===== src/rtl/critsteer_pkg.sv =====
package critsteer_pkg;
    typedef enum logic [1:0] {
        PK_AWAKE  = 2'd0,
        PK_PARKED = 2'd1,
        PK_WAKING = 2'd2
    } park_state_e;
endpackage


===== src/rtl/critsteer_class_table.sv =====
module critsteer_class_table #(
    parameter int OPC_W = 4
) (
    input  logic             clk,
    input  logic             rst_n,
    input  logic             wr_en,
    input  logic [OPC_W-1:0] wr_opc,
    input  logic             wr_crit,
    input  logic [OPC_W-1:0] rd_opc,
    output logic             rd_crit
);
    localparam int DEPTH = 1 << OPC_W;

    typedef struct packed {
        logic [DEPTH-1:0] cls;
    } tbl_t;

    tbl_t tbl_d, tbl_q;

    always_comb begin
        tbl_d = tbl_q;
        if (wr_en) begin
            tbl_d.cls[wr_opc] = wr_crit;
        end
    end

    always_ff @(posedge clk) begin
        if (!rst_n) begin
            tbl_q <= '0;
        end else begin
            tbl_q <= tbl_d;
        end
    end

    assign rd_crit = tbl_q.cls[rd_opc];

    // a written class is what the table holds afterwards
    p_write_lands_r1: assert property (@(posedge clk) disable iff (!rst_n)
        wr_en |=> (tbl_q.cls[$past(wr_opc)] == $past(wr_crit)));
endmodule


===== src/rtl/critsteer_lowest_pick.sv =====
module critsteer_lowest_pick #(
    parameter int N = 2
) (
    input  logic [N-1:0] req,
    output logic [N-1:0] gnt,
    output logic         any
);
    always_comb begin
        logic found;
        found = 1'b0;
        gnt   = '0;
        for (int i = 0; i < N; i++) begin
            if (req[i] && !found) begin
                gnt[i] = 1'b1;
                found  = 1'b1;
            end
        end
        any = found;
    end
endmodule


===== src/rtl/critsteer_park_ctrl.sv =====
module critsteer_park_ctrl
    import critsteer_pkg::*;
#(
    parameter int IDLE_W = 8,
    parameter int WAKE_W = 4
) (
    input  logic              clk,
    input  logic              rst_n,
    input  logic              crit_seen,
    input  logic              wake_req,
    input  logic              issue,
    input  logic              park_mode,
    input  logic [IDLE_W-1:0] idle_limit,
    input  logic [WAKE_W-1:0] wake_cycles,
    output logic              awake,
    output logic              clamp,
    output logic              gate
);
    typedef struct packed {
        park_state_e       st;
        logic [IDLE_W-1:0] idle;
        logic [WAKE_W-1:0] wake;
    } pk_t;

    pk_t pk_d, pk_q;
    logic [IDLE_W:0] idle_inc;

    always_comb begin
        pk_d     = pk_q;
        idle_inc = {1'b0, pk_q.idle} + 1'b1;
        case (pk_q.st)
            PK_AWAKE: begin
                if (crit_seen) begin
                    pk_d.idle = '0;
                end else if (idle_inc >= {1'b0, idle_limit}) begin
                    pk_d.st   = PK_PARKED;
                    pk_d.idle = '0;
                end else begin
                    pk_d.idle = idle_inc[IDLE_W-1:0];
                end
            end
            PK_PARKED: begin
                if (wake_req) begin
                    if (wake_cycles == '0) begin
                        pk_d.st   = PK_AWAKE;
                        pk_d.idle = '0;
                    end else begin
                        pk_d.st   = PK_WAKING;
                        pk_d.wake = wake_cycles;
                    end
                end
            end
            PK_WAKING: begin
                if (pk_q.wake <= 1) begin
                    pk_d.st   = PK_AWAKE;
                    pk_d.idle = '0;
                    pk_d.wake = '0;
                end else begin
                    pk_d.wake = pk_q.wake - 1'b1;
                end
            end
            default: pk_d.st = PK_PARKED;
        endcase
    end

    always_ff @(posedge clk) begin
        if (!rst_n) begin
            pk_q <= '{st: PK_PARKED, idle: '0, wake: '0};
        end else begin
            pk_q <= pk_d;
        end
    end

    assign awake = (pk_q.st == PK_AWAKE);
    assign clamp = (pk_q.st == PK_PARKED) && !park_mode;
    assign gate  = (pk_q.st == PK_PARKED) && park_mode;

    // the two parking forms never coexist
    p_one_park_form_r7: assert property (@(posedge clk) disable iff (!rst_n)
        !(clamp && gate));
    // a unit receives work only while awake
    p_issue_awake_r8: assert property (@(posedge clk) disable iff (!rst_n)
        issue |-> awake);
    // a wake request lifts the park outputs next cycle
    p_wake_lifts_r8: assert property (@(posedge clk) disable iff (!rst_n)
        (pk_q.st == PK_PARKED && wake_req) |=> !(clamp || gate));
    // parking starts only after a cycle with no critical work
    p_park_after_idle_r6: assert property (@(posedge clk) disable iff (!rst_n)
        ($past(awake) && !awake && !(pk_q.st == PK_WAKING)) |-> $past(!crit_seen));
endmodule


===== src/rtl/critsteer_dispatch.sv =====
module critsteer_dispatch #(
    parameter int NUM_FU   = 4,
    parameter int NUM_CRIT = 1,
    parameter int OPC_W    = 4,
    parameter int DATA_W   = 16,
    parameter int IDLE_W   = 8,
    parameter int WAKE_W   = 4,
    parameter int CNT_W    = 16
) (
    input  logic                clk,
    input  logic                rst_n,
    input  logic                cfg_we,
    input  logic [OPC_W-1:0]    cfg_opc,
    input  logic                cfg_crit,
    input  logic                cfg_park_mode,
    input  logic [IDLE_W-1:0]   cfg_idle_limit,
    input  logic [WAKE_W-1:0]   cfg_wake_cycles,
    input  logic                in_valid,
    output logic                in_ready,
    input  logic [OPC_W-1:0]    in_opcode,
    input  logic [DATA_W-1:0]   in_opa,
    input  logic [DATA_W-1:0]   in_opb,
    output logic [NUM_FU-1:0]   fu_valid,
    input  logic [NUM_FU-1:0]   fu_ready,
    output logic [OPC_W-1:0]    fu_opcode,
    output logic [DATA_W-1:0]   fu_opa,
    output logic [DATA_W-1:0]   fu_opb,
    output logic [NUM_CRIT-1:0] fu_clamp,
    output logic [NUM_CRIT-1:0] fu_gate,
    output logic [CNT_W-1:0]    crit_issued,
    output logic [CNT_W-1:0]    norm_issued
);
    localparam int NUM_NORM = NUM_FU - NUM_CRIT;

    typedef struct packed {
        logic [CNT_W-1:0] crit;
        logic [CNT_W-1:0] norm;
    } cnt_t;

    cnt_t cnt_d, cnt_q;

    logic                is_crit;
    logic [NUM_CRIT-1:0] crit_awake;
    logic [NUM_CRIT-1:0] crit_elig;
    logic [NUM_CRIT-1:0] crit_gnt;
    logic [NUM_NORM-1:0] norm_elig;
    logic [NUM_NORM-1:0] norm_gnt;
    logic                crit_any;
    logic                norm_any;
    logic                crit_seen;
    logic                wake_req;
    logic                fire;

    critsteer_class_table #(.OPC_W(OPC_W)) u_table (
        .clk     (clk),
        .rst_n   (rst_n),
        .wr_en   (cfg_we),
        .wr_opc  (cfg_opc),
        .wr_crit (cfg_crit),
        .rd_opc  (in_opcode),
        .rd_crit (is_crit)
    );

    assign crit_elig = fu_ready[NUM_CRIT-1:0] & crit_awake;
    assign norm_elig = fu_ready[NUM_FU-1:NUM_CRIT];

    critsteer_lowest_pick #(.N(NUM_CRIT)) u_pick_crit (
        .req (crit_elig),
        .gnt (crit_gnt),
        .any (crit_any)
    );

    critsteer_lowest_pick #(.N(NUM_NORM)) u_pick_norm (
        .req (norm_elig),
        .gnt (norm_gnt),
        .any (norm_any)
    );

    always_comb begin
        in_ready = is_crit ? crit_any : norm_any;
        fu_valid = '0;
        if (in_valid) begin
            fu_valid = is_crit ? {{NUM_NORM{1'b0}}, crit_gnt}
                               : {norm_gnt, {NUM_CRIT{1'b0}}};
        end
    end

    assign crit_seen = in_valid && is_crit;
    assign wake_req  = crit_seen && !crit_any;
    assign fire      = in_valid && in_ready;

    generate
        for (genvar c = 0; c < NUM_CRIT; c++) begin : g_park
            critsteer_park_ctrl #(.IDLE_W(IDLE_W), .WAKE_W(WAKE_W)) u_park (
                .clk         (clk),
                .rst_n       (rst_n),
                .crit_seen   (crit_seen),
                .wake_req    (wake_req),
                .issue       (fu_valid[c]),
                .park_mode   (cfg_park_mode),
                .idle_limit  (cfg_idle_limit),
                .wake_cycles (cfg_wake_cycles),
                .awake       (crit_awake[c]),
                .clamp       (fu_clamp[c]),
                .gate        (fu_gate[c])
            );
        end
    endgenerate

    assign fu_opcode = in_opcode;
    assign fu_opa    = in_opa;
    assign fu_opb    = in_opb;

    always_comb begin
        cnt_d = cnt_q;
        if (fire && is_crit) begin
            cnt_d.crit = cnt_q.crit + 1'b1;
        end
        if (fire && !is_crit) begin
            cnt_d.norm = cnt_q.norm + 1'b1;
        end
    end

    always_ff @(posedge clk) begin
        if (!rst_n) begin
            cnt_q <= '0;
        end else begin
            cnt_q <= cnt_d;
        end
    end

    assign crit_issued = cnt_q.crit;
    assign norm_issued = cnt_q.norm;

    // each class reaches only its own group of units
    p_crit_group_r2: assert property (@(posedge clk) disable iff (!rst_n)
        (|fu_valid[NUM_CRIT-1:0]) |-> is_crit);
    p_norm_group_r2: assert property (@(posedge clk) disable iff (!rst_n)
        (|fu_valid[NUM_FU-1:NUM_CRIT]) |-> !is_crit);
    // single issue, lowest eligible index
    p_single_issue_r3: assert property (@(posedge clk) disable iff (!rst_n)
        $onehot0(fu_valid));
    p_lowest_norm_r3: assert property (@(posedge clk) disable iff (!rst_n)
        (norm_gnt != '0) |-> (((norm_gnt - 1'b1) & norm_elig) == '0));
    // counters step once per handshake of their class
    p_crit_count_r9: assert property (@(posedge clk) disable iff (!rst_n)
        (fire && is_crit) |=> (crit_issued == $past(crit_issued) + 1'b1));
    p_norm_hold_r9: assert property (@(posedge clk) disable iff (!rst_n)
        !(fire && !is_crit) |=> $stable(norm_issued));

    generate
        for (genvar u = 0; u < NUM_FU; u++) begin : g_chk
            // no issue to a unit that is not ready
            p_ready_only_r4: assert property (@(posedge clk) disable iff (!rst_n)
                fu_valid[u] |-> (fu_ready[u] && in_valid));
        end
    endgenerate
endmodule


===== config.mk =====
export PLATFORM = sky130hd
export DESIGN_NAME = critsteer_dispatch
export DESIGN_NICKNAME = d
export VERILOG_FILES = /design/src/rtl/critsteer_pkg.sv /design/src/rtl/critsteer_class_table.sv /design/src/rtl/critsteer_lowest_pick.sv /design/src/rtl/critsteer_park_ctrl.sv /design/src/rtl/critsteer_dispatch.sv
export SDC_FILE = /design/constraint.sdc
export NUM_CORES = 1
export LEC_CHECK = 0
export BUFFER_PORTS_ARGS = -buffer_cell sky130_fd_sc_hd__buf_2
export CORE_UTILIZATION = 55
export DETAILED_ROUTE_END_ITERATION = 7
export GPL_ROUTABILITY_DRIVEN = 1
export PLACE_DENSITY = 0.92
export REMOVE_ABC_BUFFERS = 1
export SETUP_SLACK_MARGIN = 0.02
export SLEW_MARGIN = 10
export SYNTH_ARGS = -nofsm -noshare
export SYNTH_HDL_FRONTEND = slang
export SYNTH_SLANG_ARGS = --single-unit

===== constraint.sdc =====
create_clock -name clk -period 8.25 [get_ports clk]
set_input_delay 1.2375 -clock clk [delete_from_list [all_inputs] [get_ports clk]]
set_output_delay 1.2375 -clock clk [all_outputs]
set_load 0.01 [all_outputs]

# Yosys cells after proc, flatten, opt, wreduce, memory -nomap -nowiden
# Cells that the tools add are included.
dict set report word_totals {
  register_bits 62
  inputBits 62
  out_inout_bits 75
  wordCells 73
}
dict set report classes {
  addsub 4
  magnitude_cmp 5
  eq_ne 8
  mux 27
  n_bitwise 1
  reduce_logical 22
}
# cell n
set op_table {}
lappend op_table {{16-bit by 1-bit adder with 16-bit output, second input constant} 2}
lappend op_table {{8-bit two-way mux} 3}
lappend op_table {{8-bit one-hot mux with 3 select lines} 1}
lappend op_table {{16-bit bitwise mux} 1}
lappend op_table {{4-bit two-way mux} 4}
lappend op_table {{14-bit two-way mux} 1}
lappend op_table {{1-bit logical AND} 10}
lappend op_table {{4-bit by 5-bit < comparator with 1-bit output, second input constant} 2}
lappend op_table {{10-bit two-way mux} 1}
lappend op_table {{8-bit by 1-bit adder with 9-bit output, second input constant} 1}
lappend op_table {{9-bit by 8-bit greater-or-equal comparator with 1-bit output} 1}
lappend op_table {{1-bit two-way mux} 9}
lappend op_table {{2-bit by 1-bit inequality test with 1-bit output, second input constant} 4}
lappend op_table {{4-bit one-hot mux with 2 select lines} 1}
lappend op_table {{4-bit AND reduction} 2}
lappend op_table {{2-bit two-way mux} 3}
lappend op_table {{2-bit one-hot mux with 3 select lines} 1}
lappend op_table {{1-bit logical NOT} 5}
lappend op_table {{1-bit binary-select mux with 4-bit select} 1}
lappend op_table {{1-bit demux with 4-bit select} 1}
lappend op_table {{4-bit by 1-bit greater-or-equal comparator with 1-bit output, second input constant} 1}
lappend op_table {{4-bit by 1-bit <= comparator with 1-bit output, second input constant} 1}
lappend op_table {{4-bit logical NOT} 1}
lappend op_table {{2-bit inequality test, second input constant} 2}
lappend op_table {{8 further kinds} 8}

# Longest topological paths before layout
# Gate-level depths: netlist of run 1.
dict set report logic_depth {
  depth_word 10
  ltp_mapped 12
  depth_no_buf 11
}

# Hierarchy
# A second synthesis of run 1 with hierarchy kept.
dict set report hier_totals {
  cells_unflattened 439
  area_unflattened_um2 3743.6
}
# mod instances cells_each area_per_inst_um2 seq_area_each_um2
set modules_own_cells {}
lappend modules_own_cells {critsteer_dispatch 1 214 1796.7 640.6}
lappend modules_own_cells {critsteer_park_ctrl 1 127 1076.0 280.3}
lappend modules_own_cells {critsteer_class_table 1 92 825.8 320.3}
lappend modules_own_cells {{critsteer_lowest_pick at u_pick_norm} 1 4 30.0 0.0}
lappend modules_own_cells {{critsteer_lowest_pick at u_pick_crit} 1 2 15.0 0.0}

# Worst setup path after synthesis of run 1
# OpenSTA, ideal clock, no wires.
dict set report synth_timing {
  path_type {input -> output}
  startpoint {in in_opcode[3]}
  endpoint {out fu_valid[3]}
  arrival_ns 2.497
  required_ns 7.013
  slack_ns 4.515
  stages 6
  path_buffers 1
  cell_sequence {buf_6 -> mux2i_1 -> a22oi_2 -> a21oi_2 -> nor2_1 -> nor4b_1}
}
dict set report synth_via {
  elab_chain_len 4
}
# element line_no
set synth_lines {}
lappend synth_lines {{start, declared} critsteer_dispatch.sv:20} ;# input logic [OPC_W-1:0] in_opcode,
lappend synth_lines {{1-bit binary-select mux with 4-bit select} critsteer_class_table.sv:35} ;# assign rd_crit = tbl_q.cls[rd_opc];
lappend synth_lines {{1-bit two-way mux (implied by the code)} critsteer_class_table.sv:35}
lappend synth_lines {{4-bit two-way mux} critsteer_dispatch.sv:83} ;# fu_valid = is_crit ? {{NUM_NORM{1'b0}}, crit_gnt}
lappend synth_lines {{4-bit two-way mux} critsteer_dispatch.sv:82} ;# if (in_valid) begin
lappend synth_lines {{end, declared} critsteer_dispatch.sv:23} ;# output logic [NUM_FU-1:0] fu_valid,
# No other way between the ends. The select of a mux whose other input is x is not followed.

# Worst setup path after layout of run 1
dict set report layout_timing {
  startpoint {in in_opcode[3]}
  endpoint {out fu_valid[0]}
}
# The elaborated chain is that of the path after synthesis.

==> results of run 1 <==
-- state kept, by name, indices dropped and copies added, names as in the netlist --
register            flops
crit_issued            16
g_park.u_park.pk_q     14
norm_issued            16
u_table.tbl_q          16
-- placed cells by master (no fill, tap or decap), types with 3 or more instances in the layout --
| cell type | instances |
|---|---|
| clkbuf_1 | 5 |
| nor3b_1 | 3 |
| inv_1 | 25 |
| nand2b_1 | 5 |
| ha_1 | 17 |
| nor2_1 | 57 |
| and4_1 | 3 |
| xnor2_1 | 17 |
| a22oi_2 | 4 |
| o21ai_0 | 18 |
| nand2_1 | 39 |
| or4_1 | 5 |
| nand3_1 | 16 |
| mux2i_1 | 20 |
| a211oi_1 | 6 |
| xor2_1 | 5 |
| nor3_1 | 8 |
| a32o_1 | 3 |
| a221o_1 | 5 |
| or3_1 | 9 |
| nand4_1 | 5 |
| buf_2 | 72 |
| dfxtp_1 | 62 |
| and3_1 | 6 |
| or2_2 | 3 |
| clkbuf_8 | 10 |
| nor2b_1 | 7 |
| a2111oi_2 | 5 |
| nand3b_1 | 5 |
| a21oi_1 | 29 |
| o31ai_1 | 4 |
-- metal layers --
metal / global-route usage, % / share of wire [%] / wire [µm]
met1: 33.29 / 44 / 4272
met2: 40.33 / 43 / 4198
met3: 12.00 / 10 / 1011
met4: 12.27 / 2.5 / 243
met5: 5.594 / 0.41 / 40
-- worst min-delay path, delay by kind of cell (launching register included) --
family | cells | cell delay [ns]
DFF | 1 | 0.32
AOI/OAI and AO/OA | 2 | 0.11
-- power by group --
part / internal, mW / total, mW / leakage, nW / switching [mW]
combinational: 0.0633 / 0.160 / 1.14 / 0.0963
sequential: 0.314 / 0.329 / 0.501 / 0.0152
clock: 0.117 / 0.225 / 0.0817 / 0.108
-- cell families (layout without fill, tap and decap cells) --
kind of cell / after synthesis / count (layout) / share of synthesized area [%]
DFF: 62 / 62 / 31.40
and+or+nand+nor: 179 / 179 / 22.79
AOI/OAI and AO/OA: 98 / 98 / 18.49
xor gates and xnor gates: 22 / 22 / 4.875
adders and majority gates: 17 / 17 / 5.381
buffers and inverters: 80 / 115 / 11.43
muxes: 22 / 22 / 5.635
-- worst min-delay path by stage --
stage                           startpoint                to  cells after the start
after floorplan           u_table.tbl_q[0]  u_table.tbl_q[0]                      2
after global placement    u_table.tbl_q[0]  u_table.tbl_q[0]                      2
after detailed placement  u_table.tbl_q[0]  u_table.tbl_q[0]                      2
after CTS                 u_table.tbl_q[0]  u_table.tbl_q[0]                      2
after global routing      u_table.tbl_q[0]  u_table.tbl_q[0]                      2
final                      norm_issued[15]   norm_issued[15]                      2
-- per-stage QoR --
stage,area (µm²),hold slack (ns),power [mW],instances
after detailed placement,4086,0.4661,0.4912,595
after global routing,4248,0.4941,0.7512,611
after floorplan,3598,0.4357,0.4424,426
final,4248,0.4808,0.7140,611
after global placement,4086,0.4565,0.4851,595
after CTS,4248,0.4742,0.7150,611
-- area by class of cell --
| class | count | area, µm² | share of cell area [%] |
|---|---|---|---|
| clock buffers | 15 | 156.4 | 3.682 |
| flip-flops and latches | 62 | 1241 | 29.22 |
| repair buffers | 73 | 367.9 | 8.660 |
| inverters | 26 | 97.59 | 2.297 |
| well taps | 96 | 120.1 | 2.828 |
| multi-input cells | 338 | 2260 | 53.20 |
| clock inverters | 1 | 5.005 | 0.1178 |
==> flow_metrics.tcl, run 1 <==
set metrics [dict create \
    status "finished clean" \
    ys_ff_latch 62 \
    hold_path_class "reg2reg" \
    yosysMostFrequentCell "dfxtp_1" \
    start_kind "primary input" \
    synth.distinct_cells 59 \
    ff2ff_path_depth 11 \
    die_h_um 86.77 \
    grt_pass1_wl_um 15770 \
    grt_setup_unrepaired "no" \
    synthArstFlopShare_pct 0 \
    clk_pin_slew_ns 0.06 \
    clockBufferDepth 2 \
    fin_crit_sh_pct 52.72 \
    ys_seq_area_share_pct 31.40 \
    synth_area_mm2 0.003953 \
    synth_edf_count 0 \
    critPathArrivalTime_ns 3.11 \
    finish.utilization_pct 61.84 \
    finalClockSkew_ns 0.006943 \
    cts_root_buf "clkbuf_8" \
    cts_setup_buffers 0 \
    syn_to_final_growth_pct 7.471 \
    viasPerCell 5.936 \
    r2r-start "g_park[0].u_park.pk_q[6]" \
    path_cells "buf_2 -> mux2i_1 -> a22oi_2 -> nand3_2 -> a21oi_1 -> buf_2" \
    slowest_stage "a21oi_1" \
    place_hpwl_um 7289 \
    rr_endpoint "g_park[0].u_park.pk_q[4]" \
    cp_slowest_stage_delay_ns 0.53 \
    syn_area_per_cell_um2 8.234 \
    io_buffers 72 \
    routabilityCongestion 0.8550 \
    critical_path_class "in2out" \
    cts_made_buffers 9 \
    drive_gt1_share_pct 20.58 \
    startpoint "in_opcode[3]" \
    critical_path.max_fanout 17 \
    worst_pin_slew_ns 0.8030 \
    insertion_delay_ns 0.34 \
    via_count 3627 \
    r2r_slack_ns 5.01 \
    ys.flop_type "dfxtp_1" \
    grt_pass1_vias 3401 \
    hold_violations 0 \
    design.die.area_mm2 0.007529 \
    power_density_mw_per_mm2 168.1 \
    slew_headroom_pct 46.41 \
    cts_htree_levels 3 \
    crit_path_frequent_cell "buf_2" \
    ctsResizeCount 0 \
    critical_path.top_delay_family "compound AO/OA/AOI/OAI gates" \
    design.core.area_mm2 0.006869 \
    drt_iter0_drc 402 \
    fin_tns_setup_ns 0 \
    maxCapViolCount 0 \
    yosys_warnings 0 \
    clock.fmax_mhz 229.9 \
    final_nets 589 \
    num_rows 30 \
    min_period_ns 4.349 \
    antenna_found_initial 0 \
    chipWidth_um 86.77 \
    dr.pass1.iters 5 \
    wirelength_um 9765 \
    cts_tree "done" \
    synth_cells 480 \
    end_kind "output pin" \
    fillerInstances 574 \
    synthTopCellsByCount "dfxtp_1, nor2_1, nand2_1" \
    overflow 0 \
    crit_end "fu_valid[0]" \
    setup_ws_ns 3.901 \
    drc 0 \
    yosys.area.top_type "dfxtp_1" \
    drv_slew 0 \
    antenna_left 0 \
    cts_hold_buf 0 \
    worstPathRequired_ns 7.01 \
    setup_viol 0 \
    avgRoutedWirePerCell_um 15.98 \
    peakVddDrop_uv 101.4 \
    post-place-ws_ns 3.961 \
    crit_cells 6 \
    antennaDiodeCount 0 \
    io_pins 137 \
    grt_max_degree 53 \
    cts.sinks 62 \
    worst-path-buf-inv 2 \
    yosysTopAreaCellShare_pct 31.40 \
    initial_utilization_pct 57.54 \
    ys_top_cells_by_area "dfxtp_1, buf_4, nor2_1, ha_1, mux2i_1" \
    grtUsageTotal_pct 27.12 \
    p_leak_nw 1.726 \
]
(Power assumes the default switching activity.)
==> run 2, diff against run 1 <==
--- a/config.mk
+++ b/config.mk
@@ -5,11 +5,12 @@
 export SDC_FILE = /design/constraint.sdc
 export NUM_CORES = 1
 export LEC_CHECK = 0
+export ABC_AREA = 1
 export BUFFER_PORTS_ARGS = -buffer_cell sky130_fd_sc_hd__buf_2
-export CORE_UTILIZATION = 55
+export CORE_UTILIZATION = 52
 export DETAILED_ROUTE_END_ITERATION = 7
 export GPL_ROUTABILITY_DRIVEN = 1
-export PLACE_DENSITY = 0.92
+export PLACE_DENSITY = 0.87
 export REMOVE_ABC_BUFFERS = 1
 export SETUP_SLACK_MARGIN = 0.02
 export SLEW_MARGIN = 10
==> constraint.sdc (replaced) <==
create_clock -name clk -period 4.49 [get_ports clk]
set_input_delay 0.6735 -clock clk [delete_from_list [all_inputs] [get_ports clk]]
set_output_delay 0.6735 -clock clk [all_outputs]
set_load 0.01 [all_outputs]
==> flow_metrics.tcl, run 2 <==
set metrics [dict create \
    place_hpwl_um 8252 \
    p_leak_nw 2.153 \
    clock.fmax_mhz 370.9 \
    synth_cells 638 \
    cts_setup_buffers 0 \
    ys_ff_latch 62 \
    chipWidth_um 91.73 \
    hold_path_class "reg2reg" \
    critical_path.max_fanout 17 \
    synthArstFlopShare_pct 0 \
    io_pins 137 \
    wirelength_um 10990 \
    cts_made_buffers 9 \
    worst_pin_slew_ns 1.030 \
    power_switching_mw 0.7172 \
    start_kind "primary input" \
    critPathArrivalTime_ns 2.02 \
    viasPerCell 5.347 \
    ff2ff_path_depth 16 \
    r2r-start "g_park[0].u_park.pk_q[4]" \
    regArea_mm2 0.001241 \
    num_rows 32 \
    peakVddDrop_uv 179.1 \
    grtUsageTotal_pct 27.09 \
    io_buffers 72 \
    r2r_slack_ns 1.87 \
    clk_pin_slew_ns 0.07 \
    synthTopCellsByCount "nand2_1, inv_1, nor2_1" \
    synth_area_mm2 0.004187 \
    final_cell_mix "nand2_1, inv_1, nor2_1" \
    overflow 0 \
    routabilityCongestion 0.8707 \
    drive_gt1_share_pct 15.51 \
    antennaDiodeCount 0 \
    fin_tns_setup_ns 0 \
    cts.sinks 62 \
    initial_utilization_pct 53.90 \
    grt_setup_unrepaired "no" \
    grt_pass1_vias 3974 \
    cts_htree_levels 3 \
    multi_input_area_mm2 0.002203 \
    clockBufferDepth 2 \
    yosysMostFrequentCell "nand2_1" \
    synth_edf_count 0 \
    yosysTopAreaCellShare_pct 29.65 \
    seqPwrFrac_pct 36.6 \
    p_comb_share_pct 37.9 \
    ys_top_cells_by_area "dfxtp_1, nand2_1, inv_1, nor2_1, nand3_1" \
    slew_headroom_pct 31.26 \
    yosys_warnings 0 \
    final_nets 751 \
    clockPowerShare_pct 25.4 \
    worstPathRequired_ns 3.82 \
    ctsResizeCount 0 \
    antenna_left 0 \
    min_period_ns 2.697 \
    dp.cells 763 \
    design.die.area_mm2 0.008413 \
    drv_slew 0 \
    die_h_um 91.73 \
    ys.flop_type "dfxtp_1" \
    status "finished clean" \
    drc 0 \
    layout.cells.non_filler 779 \
    cts_root_buf "clkbuf_8" \
    whs_path_depth 2 \
    layout_commonest_cell "nand2_1" \
    power_density_mw_per_mm2 403.1 \
    cts_tree "done" \
    end_kind "output pin" \
    via_count 4165 \
    insertion_delay_ns 0.34 \
    syn_to_final_growth_pct 7.741 \
    dr.pass1.iters 5 \
    fin_crit_sh_pct 60.06 \
    finish.utilization_pct 58.07 \
    syn_area_per_cell_um2 6.562 \
    fillerInstances 730 \
    rr_endpoint "g_park[0].u_park.pk_q[11]" \
    setup_viol 0 \
    min_from "u_table.tbl_q[0]" \
    critical_path_class "in2out" \
    synth.distinct_cells 34 \
    cts_hold_buf 0 \
    internal_power_mw 1.101 \
    ys_seq_area_share_pct 29.65 \
    hold_end "u_table.tbl_q[0]" \
    grt_pass1_wl_um 18000 \
    netSwitchingFraction_pct 39.45 \
    maxCapViolCount 0 \
    finalClockSkew_ns 0.01800 \
    hold_violations 0 \
    drt_iter0_drc 254 \
    yosys.area.top_type "dfxtp_1" \
    grt_max_degree 34 \
    design.core.area_mm2 0.007767 \
    avgRoutedWirePerCell_um 14.11 \
    antenna_found_initial 0 \
]
==> run 2: cell types whose count changed in the layout (fill, tap and decap cells not counted), sizes merged, moves of 12 or more <==
cell / delta
inv: +77
mux2i: -20
nand2: +89
nand3: +44
nor2: +28
nor3: +16
o21ai: +17
xnor2: -12
==> run 2: worst max-delay path, cell delays in order <==
cell and delay, ns:
buf_2 0.22, inv_6 0.07, nand2_1 0.10, nand3_1 0.08, nand3_1 0.11, nand3_2 0.09, nand2_4 0.15, nand2_4 0.10
nor2_8 0.23, buf_2 0.19
==> run 2: power groups by stage <==
stage,clock network [mW],logic (mW),registers (mW)
after CTS,0.467,0.690,0.665
after detailed placement,0,0.683,0.677
after global routing,0.495,0.794,0.671
after global placement,0,0.647,0.672
final,0.463,0.689,0.666
after floorplan,0,0.523,0.666
==> run 2: cells by family after synthesis <==
logic type               Yosys count  share of synthesized area, %
XOR/XNOR                          15                         3.138
buffers and inverters            152                         17.72
AND/OR/NAND/NOR                  313                         34.28
flip-flops                        62                         29.65
AO/OA/AOI/OAI                     79                         10.13
adder cells (fa/ha/maj)           17                         5.081
==> run 2: layer usage <==
| layer | share of wire (%) | track usage (%) | vias up |
|---|---|---|---|
| li1 | - | - | 2057 |
| met1 | 42 | 32.41 | 1883 |
| met2 | 45 | 43.42 | 191 |
| met3 | 10 | 10.53 | 34 |
| met4 | 2.8 | 10.55 | 0 |
| met5 | 0 | 3.205 | - |
==> run 2: worst max path at each step <==
| stage | from | to | slack [ns] |
|---|---|---|---|
| floorplan | in_opcode[0] | fu_valid[2] | 2.23 |
| finish | in_opcode[0] | fu_valid[0] | 1.79 |
| global placement | in_opcode[0] | fu_valid[0] | 1.88 |
| global route | g_park[0].u_park.pk_q[4] | g_park[0].u_park.pk_q[11] | 1.56 |
| detailed placement | in_opcode[0] | fu_valid[0] | 1.84 |
| CTS | in_opcode[0] | fu_valid[0] | 1.81 |
==> run 2: through the flow <==
| stage | hold slack [ns] | instance area [µm²] | power [mW] | setup WS [ns] |
|---|---|---|---|---|
| global placement | 0.4541 | 4324 | 1.319 | 1.880 |
| detailed placement | 0.4664 | 4324 | 1.360 | 1.838 |
| global route | 0.5080 | 4511 | 1.961 | 1.563 |
| CTS | 0.4829 | 4511 | 1.822 | 1.811 |
| finish | 0.4767 | 4511 | 1.818 | 1.793 |
| floorplan | 0.4286 | 3836 | 1.189 | 2.232 |
==> run 2: final cells by class <==
type | instances | share of cell area [%]
sequential | 62 | 27.52
multi-input combinational | 424 | 48.85
timing repair buffer | 72 | 7.989
tap | 102 | 2.829
clock inverter | 3 | 0.3883
inverter | 103 | 8.682
clock buffer | 13 | 3.745
